==> config.mk <==
export PLATFORM = sky130hd
export DESIGN_NAME = led_scan_top
export DESIGN_NICKNAME = d
export VERILOG_FILES = /design/src/rtl/led_scan_pkg.sv /design/src/rtl/led_scan_ctrl.sv /design/src/rtl/led_scan_dp.sv /design/src/rtl/led_scan_top.sv
export SDC_FILE = /design/constraint.sdc
export NUM_CORES = 1
export LEC_CHECK = 0
export ABC_AREA = 1
export BUFFER_PORTS_ARGS = -buffer_cell sky130_fd_sc_hd__buf_4
export CAP_MARGIN = 20
export CORE_UTILIZATION = 48
export DETAILED_ROUTE_END_ITERATION = 6
export PLACE_DENSITY = 0.72
export SYNTH_ARGS = -nofsm -noshare
export SYNTH_HDL_FRONTEND = slang
export SYNTH_HIERARCHICAL = 1
export SYNTH_SLANG_ARGS = --single-unit
==> constraint.sdc <==
create_clock -name clk -period 1.45 [get_ports clk]
set_clock_uncertainty 0.05 [all_clocks]
set_input_delay 0 -clock clk [delete_from_list [all_inputs] [get_ports clk]]
set_output_delay 0 -clock clk [all_outputs]
set_load 0.02 [all_outputs]
==> src/rtl/led_scan_pkg.sv <==
`timescale 1ns/1ps
package led_scan_pkg;
  localparam int SEG_N     = 12;
  localparam int GRID_N    = 7;
  localparam int MIN_GRIDS = 4;
  localparam int BYTE_W    = 8;
  localparam int HI_W      = SEG_N - BYTE_W;
  localparam int MODE_W    = 2;
  localparam int DIM_W     = 3;
  localparam int PHASE_N   = 16;
  localparam int PHASE_W   = $clog2(PHASE_N);
  localparam int GIDX_W    = $clog2(GRID_N);
  localparam int MEM_DEPTH = 2 * GRID_N;
  localparam int MEM_AW    = $clog2(MEM_DEPTH);

  typedef struct packed {
    logic fetchEven;
    logic fetchOdd;
    logic addrLsb;
    logic gridOn;
    logic segOn;
  } scanStrobe_t;

  function automatic logic [SEG_N-1:0] segMaskOf(input logic [MODE_W-1:0] m);
    return {SEG_N{1'b1}} >> m;
  endfunction

  function automatic logic [GRID_N-1:0] gridMaskOf(input logic [MODE_W-1:0] m);
    return {GRID_N{1'b1}} >> (MODE_W'(3) - m);
  endfunction
endpackage

==> src/rtl/led_scan_ctrl.sv <==
`timescale 1ns/1ps
module led_scan_ctrl
  import led_scan_pkg::*;
#(
  parameter int TICK_DIV = 2
) (
  input  logic                clk,
  input  logic                rstN,
  input  logic [MODE_W-1:0]   mode,
  input  logic                dispEn,
  input  logic [DIM_W-1:0]    dim,
  output scanStrobe_t         strb,
  output logic [GIDX_W-1:0]   gridIdx,
  output logic [MODE_W-1:0]   modeReg
);
  localparam int PRE_W = (TICK_DIV > 1) ? $clog2(TICK_DIV) : 1;

  logic [PRE_W-1:0]   preCnt;
  logic [PHASE_W-1:0] phase;
  logic               blanked;
  logic               enPrev;
  logic               modeChg;
  logic               preWrap;
  logic               phaseWrap;
  logic [GIDX_W-1:0]  lastGrid;
  logic               lit;

  assign modeChg   = (mode != modeReg);
  assign preWrap   = (preCnt == PRE_W'(TICK_DIV - 1));
  assign phaseWrap = (phase == PHASE_W'(PHASE_N - 1));
  assign lastGrid  = GIDX_W'(MIN_GRIDS - 1) + GIDX_W'(modeReg);
  assign lit       = dispEn && !blanked;

  always_ff @(posedge clk) begin
    if (!rstN) begin
      modeReg <= '1;
      blanked <= 1'b0;
      enPrev  <= 1'b0;
      preCnt  <= '0;
      phase   <= '0;
      gridIdx <= '0;
    end else begin
      enPrev <= dispEn;
      if (modeChg) begin
        modeReg <= mode;
        blanked <= 1'b1;
        preCnt  <= '0;
        phase   <= '0;
        gridIdx <= '0;
      end else begin
        if (dispEn && !enPrev) blanked <= 1'b0;
        if (preWrap) begin
          preCnt <= '0;
          if (phaseWrap) begin
            phase   <= '0;
            gridIdx <= (gridIdx == lastGrid) ? '0 : gridIdx + 1'b1;
          end else begin
            phase <= phase + 1'b1;
          end
        end else begin
          preCnt <= preCnt + 1'b1;
        end
      end
    end
  end

  always_comb begin
    strb.fetchEven = (phase == '0) && (preCnt == '0);
    strb.fetchOdd  = (phase == '0) && (preCnt == PRE_W'(1));
    strb.addrLsb   = (preCnt != '0);
    strb.gridOn    = lit && (phase != '0);
    strb.segOn     = lit && (phase != '0) && (phase <= PHASE_W'(dim) + PHASE_W'(1));
  end
endmodule

==> src/rtl/led_scan_dp.sv <==
`timescale 1ns/1ps
module led_scan_dp
  import led_scan_pkg::*;
(
  input  logic               clk,
  input  logic               rstN,
  input  scanStrobe_t        strb,
  input  logic [GIDX_W-1:0]  gridIdx,
  input  logic [MODE_W-1:0]  modeReg,
  output logic [MEM_AW-1:0]  memAddr,
  input  logic [BYTE_W-1:0]  memData,
  output logic [SEG_N-1:0]   segOut,
  output logic [GRID_N-1:0]  gridOut
);
  logic [BYTE_W-1:0] loByte;
  logic [HI_W-1:0]   hiNib;

  assign memAddr = {gridIdx, strb.addrLsb};

  always_ff @(posedge clk) begin
    if (!rstN) begin
      loByte  <= '0;
      hiNib   <= '0;
      segOut  <= '0;
      gridOut <= '0;
    end else begin
      if (strb.fetchEven) loByte <= memData;
      if (strb.fetchOdd)  hiNib  <= memData[HI_W-1:0];
      gridOut <= strb.gridOn ? (GRID_N'(1) << gridIdx) : '0;
      segOut  <= strb.segOn ? ({hiNib, loByte} & segMaskOf(modeReg)) : '0;
    end
  end
endmodule

==> src/rtl/led_scan_top.sv <==
`timescale 1ns/1ps
module led_scan_top
  import led_scan_pkg::*;
#(
  parameter int TICK_DIV = 2
) (
  input  logic               clk,
  input  logic               rstN,
  input  logic [1:0]         mode,
  input  logic               dispEn,
  input  logic [2:0]         dim,
  output logic [3:0]         memAddr,
  input  logic [7:0]         memData,
  output logic [11:0]        segOut,
  output logic [6:0]         gridOut
);
  scanStrobe_t       strb;
  logic [GIDX_W-1:0] gridIdx;
  logic [MODE_W-1:0] modeReg;

  led_scan_ctrl #(.TICK_DIV(TICK_DIV)) ctrl_i (
    .clk(clk), .rstN(rstN), .mode(mode), .dispEn(dispEn), .dim(dim),
    .strb(strb), .gridIdx(gridIdx), .modeReg(modeReg)
  );

  led_scan_dp dp_i (
    .clk(clk), .rstN(rstN), .strb(strb), .gridIdx(gridIdx), .modeReg(modeReg),
    .memAddr(memAddr), .memData(memData), .segOut(segOut), .gridOut(gridOut)
  );
endmodule

==> results of run 1 <==
==> final cells by class <==
cell class                      instances  share of cell area, %
Timing Repair Buffer                   63                   19.7
Tap cell                               48                   2.35
Multi-Input combinational cell        150                   34.3
Clock buffer                            6                   3.23
Clock inverter                          1                  0.196
Sequential cell                        43                   33.9
Inverter                               43                   6.31
==> worst reg2reg max path: stages (launching register included) <==
cell and delay (ns):
dfxtp_2 0.34, ha_4 0.28, nand4_1 0.16, a21oi_4 0.27
nand2_4 0.13, nor2_2 0.12
==> power by group through the flow <==
stage / logic (mW) / registers, mW / clock network (mW)
after floorplan: 0.157 / 1.26 / 0
after global placement: 0.209 / 1.26 / 0
after detailed placement: 0.216 / 1.26 / 0
after CTS: 0.254 / 1.24 / 0.777
after global routing: 0.308 / 1.24 / 0.831
final: 0.275 / 1.24 / 0.751
==> worst paths after layout <==
kind | to
max | dp_i/segOut[6]$_SDFF_PN0_
min reg2reg | dp_i/segOut[1]$_SDFF_PN0_
max reg2reg | dp_i/segOut[6]$_SDFF_PN0_
min | ctrl_i/enPrev$_SDFF_PN0_
==> metal layers <==
| layer | vias up | wire, um | global-route usage (%) |
|---|---|---|---|
| met1 | 708 | 1630 | 21.6 |
| met3 | 6 | 158 | 6.43 |
| met4 | 0 | 42 | 7.22 |
| li1 | 844 | - | - |
| met2 | 34 | 1860 | 35.8 |
| met5 | - | 0 | 0 |
==> metrics by stage <==
step | util, % | worst slack, ns | power [mW] | TNS, ns | cells
after floorplan | - | 0.0250 | 1.42 | 0 | 247
after global placement | 59.4 | -0.103 | 1.47 | -1.01 | 334
after detailed placement | 59.4 | -0.207 | 1.48 | -1.99 | 334
after CTS | 66.5 | 0.00511 | 2.27 | 0 | 353
after global routing | 69.3 | -0.0490 | 2.38 | -0.305 | 354
final | 69.3 | 0.0377 | 2.27 | 0 | 354
==> timing repair <==
action,CTS,global route
hold buffers,11,0
pin swaps,7,10
gates resized for setup,14,26
setup endpoints to repair,12,30
hold endpoints to repair,14,0
gates cloned,1,1
==> placed cells by master (no fill, tap or decap), types with 2 or more instances in the layout <==
master,instances
o21ai_1,4
ha_1,3
or2_1,2
inv_1,37
ha_4,4
a21oi_1,4
nor2_2,6
nand3_4,2
dfxtp_1,39
nor2_1,48
inv_2,5
xnor2_1,3
nand2_1,46
dlygate4sd3_1,11
nor3_1,2
a21oi_4,2
nand3_2,2
clkbuf_8,6
ha_2,2
buf_4,51
dfxtp_2,4
nand3_1,7
nor2_4,3
nand2_2,5
==> sequential cells by signal (all words and copies together) (netlist names) <==
name,count
dp_i/segOut,12
ctrl_i/enPrev,1
ctrl_i/phase,4
dp_i/loByte,8
dp_i/gridOut,7
ctrl_i/preCnt,1
ctrl_i/blanked,1
ctrl_i/modeReg,2
ctrl_i/gridIdx,3
dp_i/hiNib,4
==> kinds of logic after synthesis <==
kind of cell               after synthesis  synth area share [%]
buffers and inverters                   55                  14.4
AOI/OAI and AO/OA                       12                  3.24
xor gates and xnor gates                 4                  1.89
adders and majority gates                9                  6.08
DFF                                     43                  46.5
and+or+nand+nor                        124                  27.9
==> results.cfg, run 1 <==
[placed_design]
gp_congestion = 0.783
dp_hpwl_um = 2430
dpl_cell_area_um2 = 2190
port_buffers = 38

[sta]
hold_viol_final = 0
min_period_ns = 1.41
clock.fmax_ghz = 0.708
worstMarginPinSlew_ns = 0.268
grt_setup_unrepaired = true
final.period_utilization_pct = 97.4
holdWs_ns = 0.0270
finalSetupViolations = 0
final_max_slew_viol_count = 0
relSlewSlack_pct = 82.1

[floorplan]
start_util_pct = 50.2
design.die.area_um2 = 4110
core_area_um2 = 3690
row_count = 22
io_pins = 39
die_w_um = 64.1
die_h_um = 64.1

[critical_path]
worst_ep_arrival_time_ns = 1.59
worstSetupPathType = register to register
crit_start = ctrl_i/phase[3]$_SDFFE_PP0P_
path_delay_family = simple AND/OR/NAND/NOR gates
ff2ff_setup_slack_ns = 0.04
cp_slowest_cell = dfxtp_2
crit_cells = 5
cp-start-kind = register
path_max_fanout = 6
required_ns = 1.63
r2r-start = ctrl_i/phase[3]$_SDFFE_PP0P_
path_buf_inv = 0
r2r_cells = 5
cpPeakStageDelay_ns = 0.34
endpoint_kind = register
path_cells = ha_4 > nand4_1 > a21oi_4 > nand2_4 > nor2_2

[pwr]
powerDensity_nw_per_um2 = 886
power.internal_mw = 1.73
swShare_pct = 23.9
ir_worst_vdd_mv = 0.605
power_frac_comb_pct = 12.1
p_seq_share_pct = 54.7
clkPwrFrac_pct = 33.1
p_leak_nw = 1.24
p_switching_mw = 0.541

[detailed_routing]
vias_per_cell = 4.50
drc = 0
first_iter_violations = 80
drt_pass1_iterations = 4
postRouteAntennaNets = 0
wl_um = 3700
wl_per_cell_um = 10.4
routed-via-count = 1592

[clock_tree]
cts_buffer_depth = 2
htreeDepth = 2
cts_sinks = 43
clkLatencyLatePin_ns = 0.29
cts_setup_buffers = 0
clk_pin_slew_ns = 0.07
root_buffer = clkbuf_8
cts-buffers-inserted = 5
tritoncts = done

[synth]
syn-instance-count = 247
synth_top_area_share_pct = 46.5
syn_nets = 272
yosysSeqAreaShare_pct = 46.5
postSynthAreaPerCell_um2 = 7.50
synthTopCellsByArea = dfxtp_1, nor2_1, nand2_1, inv_1, ha_1
netlist_top_cells_count = nor2_1, nand2_1, dfxtp_1, inv_1, nand3_1
synth-edff-count = 0
async_flop_share_pct = 0
ys_ff_latch = 43
yosysMostFrequentCell = nor2_1
synth_top_area_cell = dfxtp_1
ys_warn_count = 6
synth_area_um2 = 1850
ys_types = 24
synth_flop_cell = dfxtp_1

[job]
max_cap_violations = 0

[global_routing]
grt_pass1_vias = 1530
grt_pass1_wl_um = 6270
grt_usage_pct = 19.9
grt_max_degree = 22
antenna_found_initial = 0
grt_remaining_overflow = 0

[hold_path]
holdCritPathClass = input pin to register
min_path_cells = 3
hp-start = rstN

[finish]
nFillCells = 322
n_antenna_cell = 0
syn2layout_area_growth_pct = 38.0
seq_area_um2 = 866
finalInstanceArea_um2 = 2560
nets = 331
drive_gt1_share_pct = 31.7
multi_input_area_um2 = 878

[outcome]
status = completed
(Power assumes the default switching activity.)
==> run 2: changes to the inputs <==
--- a/config.mk
+++ b/config.mk
@@ -10,6 +10,7 @@
 export CAP_MARGIN = 20
 export CORE_UTILIZATION = 48
 export DETAILED_ROUTE_END_ITERATION = 6
+export MAX_ROUTING_LAYER = met4
 export PLACE_DENSITY = 0.72
 export SYNTH_ARGS = -nofsm -noshare
 export SYNTH_HDL_FRONTEND = slang
==> run 2 against run 1 <==
Largest power group unchanged. Critical endpoint unchanged. Final area unchanged. Power about the same. Core utilization unchanged. Wire length down 0.41%. Clock power about the same. First-iteration DRC count down 10%. Hold slack about the same. Combinational power about the same. Global-route usage up 0.56 points. Sequential power about the same.
==> results.cfg, run 2 (synthesis gave the netlist of run 1 again) <==
[pwr]
powerDensity_nw_per_um2 = 886
p_switching_mw = 0.540
power_frac_comb_pct = 12.1
p_leak_nw = 1.24
swShare_pct = 23.8
p_seq_share_pct = 54.7
power.internal_mw = 1.73
ir_worst_vdd_mv = 0.605
clkPwrFrac_pct = 33.1

[sta]
min_period_ns = 1.41
grt_setup_unrepaired = true
setup_slack_ns = 0.0426
hold_viol_final = 0
final.period_utilization_pct = 97.1
fin_tns_setup_ns = 0
worstMarginPinSlew_ns = 0.268
relSlewSlack_pct = 82.1
final_max_slew_viol_count = 0
finalSetupViolations = 0
clock.fmax_ghz = 0.711

[detailed_routing]
drc = 0
first_iter_violations = 72
postRouteAntennaNets = 0
drt_pass1_iterations = 4
wl_per_cell_um = 10.4
wl_um = 3680
routed-via-count = 1592
vias_per_cell = 4.50

[critical_path]
endpoint_kind = register
required_ns = 1.63
worst_ep_arrival_time_ns = 1.59
cp-start-kind = register
r2r-start = ctrl_i/phase[3]$_SDFFE_PP0P_
r2r_cells = 5
r2r_end = dp_i/segOut[6]$_SDFF_PN0_
worstSetupPathType = register to register
crit_start = ctrl_i/phase[3]$_SDFFE_PP0P_
path_max_fanout = 6
ff2ff_setup_slack_ns = 0.04

[finish]
final_cell_mix = buf_4, nor2_1, nand2_1
nFillCells = 322
top_regs = dp_i/segOut x12, dp_i/loByte x8, dp_i/gridOut x7
multi_input_area_um2 = 878
largest_register_ffs = 12
largest_register = dp_i/segOut
finalInstanceArea_um2 = 2560
nets = 331
final_common_cell = buf_4
seq_area_um2 = 866
post-route-util_pct = 69.3
drive_gt1_share_pct = 31.7
n_antenna_cell = 0
syn2layout_area_growth_pct = 38.0

[hold_path]
holdCritPathClass = input pin to register
hp-start = rstN
min_path_cells = 3
whs_endpoint = ctrl_i/enPrev$_SDFF_PN0_

[placed_design]
port_buffers = 38
dpl_cell_area_um2 = 2190
preCtsSetupSlack_ns = -0.207
gp_congestion = 0.793
dp_hpwl_um = 2430

[floorplan]
row_count = 22
die_h_um = 64.1
start_util_pct = 50.2
io_pins = 39
die_w_um = 64.1
design.die.area_um2 = 4110
core_area_um2 = 3690

[clock_tree]
root_buffer = clkbuf_8
cts_sinks = 43
clk_pin_slew_ns = 0.07
tritoncts = done
cts-buffers-inserted = 5
clkLatencyLatePin_ns = 0.29
htreeDepth = 2
cts_setup_buffers = 0
cts_buffer_depth = 2

[global_routing]
grt_pass1_wl_um = 6270
grt_max_degree = 22
grt_remaining_overflow = 0
antenna_found_initial = 0
grt_pass1_vias = 1530
grt_usage_pct = 20.4

[outcome]
status = completed

[job]
max_cap_violations = 0
-- run 2: layer usage --
| layer | routed length (um) | up-vias | GRT usage (%) |
|---|---|---|---|
| li1 | - | 844 | - |
| met1 | 1620 | 708 | 21.6 |
| met2 | 1860 | 34 | 35.8 |
| met3 | 158 | 6 | 6.43 |
| met4 | 41 | 0 | 7.22 |
| met5 | 0 | - | - |
-- run 2: how the worst max path moves through the flow --
| stage | to | depth (start not counted) |
|---|---|---|
| after global placement | dp_i/segOut[9]$_SDFF_PN0_ | 9 |
| after global routing | dp_i/segOut[6]$_SDFF_PN0_ | 5 |
| after CTS | dp_i/segOut[4]$_SDFF_PN0_ | 6 |
| after floorplan | dp_i/segOut[9]$_SDFF_PN0_ | 7 |
| final | dp_i/segOut[6]$_SDFF_PN0_ | 5 |
| after detailed placement | dp_i/segOut[4]$_SDFF_PN0_ | 9 |
-- run 2: power by group through the flow --
stage / registers, mW / logic, mW / clock network [mW]
final: 1.24 / 0.275 / 0.751
after CTS: 1.24 / 0.254 / 0.777
after detailed placement: 1.26 / 0.216 / 0
after global placement: 1.26 / 0.209 / 0
after global routing: 1.24 / 0.308 / 0.831
after floorplan: 1.26 / 0.157 / 0
-- run 2: critical path, cell delays in order, from the launching register on --
cell and delay, ns:
dfxtp_2 0.34, ha_4 0.28, nand4_1 0.16, a21oi_4 0.26
nand2_4 0.13, nor2_2 0.12
-- run 2: stage by stage --
| stage | hold WS [ns] | total power, mW | instances |
|---|---|---|---|
| after floorplan | 0.0435 | 1.42 | 247 |
| after global placement | 0.149 | 1.47 | 334 |
| after CTS | 0.00303 | 2.27 | 353 |
| after global routing | 0.0344 | 2.38 | 354 |
| final | 0.0270 | 2.26 | 354 |
| after detailed placement | 0.155 | 1.48 | 334 |
-- run 2: layout make-up --
class	instances	share of cell area, %
Clock buffer	6	3.23
Clock inverter	1	0.196
Inverter	43	6.31
Multi-Input combinational cell	150	34.3
Sequential cell	43	33.9
Tap cell	48	2.35
Timing Repair Buffer	63	19.7
-- run 2: timing repair --
item                                    4_1_cts  5_1_grt
hold buffers                                 11        0
hold endpoints to repair                     14        0
gates resized for setup                      14       26
pin swaps                                     7       10
endpoints found under the setup margin       12       30
gates cloned                                  1        1
==> run 3: changes to the inputs <==
--- a/config.mk
+++ b/config.mk
@@ -8,6 +8,7 @@
 export ABC_AREA = 1
 export BUFFER_PORTS_ARGS = -buffer_cell sky130_fd_sc_hd__buf_4
 export CAP_MARGIN = 20
+export CORE_ASPECT_RATIO = 0.75
 export CORE_UTILIZATION = 48
 export DETAILED_ROUTE_END_ITERATION = 6
 export MAX_ROUTING_LAYER = met4
==> run 3 against run 2 <==
The flow now finishes with violations (negative setup slack). First-iteration DRC count shrank 31%. Clock-buffer cell count unchanged. Core utilization shrank 0.98 points. Hold slack got worse by 0.0019 ns. Maximum frequency is 3.5% lower. Sequential power barely moved. Via count shrank 1.4%. Global-route usage fell by 2.1 points. Critical path type unchanged. Largest power group unchanged.
==> results.cfg, run 3 (synthesis gave the netlist of run 1 again) <==
[clock_tree]
tritoncts = done
root_buffer = clkbuf_8
clk_pin_slew_ns = 0.08
cts_buffer_depth = 2
htreeDepth = 2
clkLatencyLatePin_ns = 0.29
cts_sinks = 43
cts-buffers-inserted = 5

[outcome]
status = finished with violations
violations = negative setup slack

[sta]
relSlewSlack_pct = 82.1
fin_tns_setup_ns = -0.00872
setup_slack_ns = -0.00872
final.period_utilization_pct = 101
grt_setup_unrepaired = true
worstMarginPinSlew_ns = 0.268
finalSetupViolations = 1
min_period_ns = 1.46
hold_viol_final = 0
final_max_slew_viol_count = 0
clock.fmax_ghz = 0.686

[finish]
largest_register_ffs = 12
syn2layout_area_growth_pct = 35.9
nFillCells = 310
nets = 331
final_cell_mix = nor2_1, buf_4, nand2_1
seq_area_um2 = 866
top_regs = dp_i/segOut x12, dp_i/loByte x8, dp_i/gridOut x7
largest_register = dp_i/segOut
final_common_cell = nor2_1
drive_gt1_share_pct = 27.7
finalInstanceArea_um2 = 2520
n_antenna_cell = 0
final_cells = 359
multi_input_area_um2 = 835

[placed_design]
gp_congestion = 0.794
dpl_cell_area_um2 = 2190
dp_hpwl_um = 2190
preCtsSetupSlack_ns = -0.173
dp.cells = 337
port_buffers = 38

[critical_path]
required_ns = 1.63
crit_start = ctrl_i/phase[0]$_SDFFE_PP0P_
r2r-start = ctrl_i/phase[0]$_SDFFE_PP0P_
endpoint_kind = register
worst_ep_arrival_time_ns = 1.64
path_max_fanout = 6
ff2ff_setup_slack_ns = -0.009
r2r_end = dp_i/segOut[11]$_SDFF_PN0_
r2r_cells = 6
cp-start-kind = register
endpoint = dp_i/segOut[11]$_SDFF_PN0_
worstSetupPathType = register to register

[hold_path]
hp-start = rstN
holdCritPathClass = input pin to register

[detailed_routing]
routed-via-count = 1569
drc = 0
wl_per_cell_um = 9.93
postRouteAntennaNets = 0
first_iter_violations = 50
wl_um = 3560
drt_pass1_iterations = 4
vias_per_cell = 4.37

[pwr]
p_leak_nw = 1.24
ir_worst_vdd_mv = 0.578
powerDensity_nw_per_um2 = 887

[global_routing]
antenna_found_initial = 0
grt_remaining_overflow = 0
grt_pass1_wl_um = 5500
grt_usage_pct = 18.3
grt_pass1_vias = 1312
grt_max_degree = 22

[job]
max_cap_violations = 0

[floorplan]
io_pins = 39
core_area_um2 = 3680
start_util_pct = 50.3
design.die.area_um2 = 4120
row_count = 19
die_w_um = 73.7
die_h_um = 55.8
-- run 3: worst min path at each step --
stage,to,slack [ns],cells past startpoint
after floorplan,ctrl_i/enPrev$_SDFF_PN0_,0.04,2
after global placement,ctrl_i/enPrev$_SDFF_PN0_,0.16,3
after detailed placement,ctrl_i/enPrev$_SDFF_PN0_,0.16,3
after CTS,dp_i/hiNib[3]$_SDFFE_PN0P_,0.004,3
after global routing,dp_i/hiNib[3]$_SDFFE_PN0P_,0.03,3
final,dp_i/hiNib[3]$_SDFFE_PN0P_,0.03,3
-- run 3: layer usage --
layer	vias to the layer above	share of wire, %	global-route usage (%)
met4	0	1.2	7.69
met5	-	0	-
met1	679	48	22.9
met3	5	5.3	4.89
li1	843	-	-
met2	42	45	27.9
-- run 3: per-stage QoR --
stage | util, % | hold slack (ns) | total power, mW
finish | 68.4 | 0.0251 | 2.24
global route | 68.4 | 0.0267 | 2.34
CTS | 66.1 | 0.00358 | 2.23
detailed placement | 59.4 | 0.157 | 1.47
global placement | 59.4 | 0.155 | 1.47
floorplan | - | 0.0435 | 1.42
-- run 3: what timing repair did --
action / CTS / global route
hold buffers: 12 / 0
setup endpoints to repair: 15 / 33
hold endpoints to repair: 15 / 0
cloned: 1 / 1
setup buffers: 0 / 0
pin swaps: 6 / 5
resized for setup: 8 / 20
-- run 3: area by class of cell --
cell class | instances | share of cell area (%)
clock buffers | 6 | 2.88
clock inverters | 2 | 0.497
inverters | 43 | 6.41
multi-input cells | 150 | 33.1
flip-flops and latches | 43 | 34.4
well taps | 52 | 2.58
repair buffers | 63 | 20.1
-- run 3: power breakdown --
group / internal (mW) / switching (mW) / total [mW]
Combinational: 0.130 / 0.140 / 0.270
Clock: 0.336 / 0.393 / 0.729
Sequential: 1.22 / 0.0195 / 1.24
Total: 1.68 / 0.552 / 2.24
-- run 3: worst max-delay path: stages, from the launching register on --
cell,delay (ns)
dfxtp_1,0.33
inv_1,0.06
ha_1,0.28
nand4_1,0.15
a21oi_4,0.30
nand2_4,0.12
nor2_1,0.11
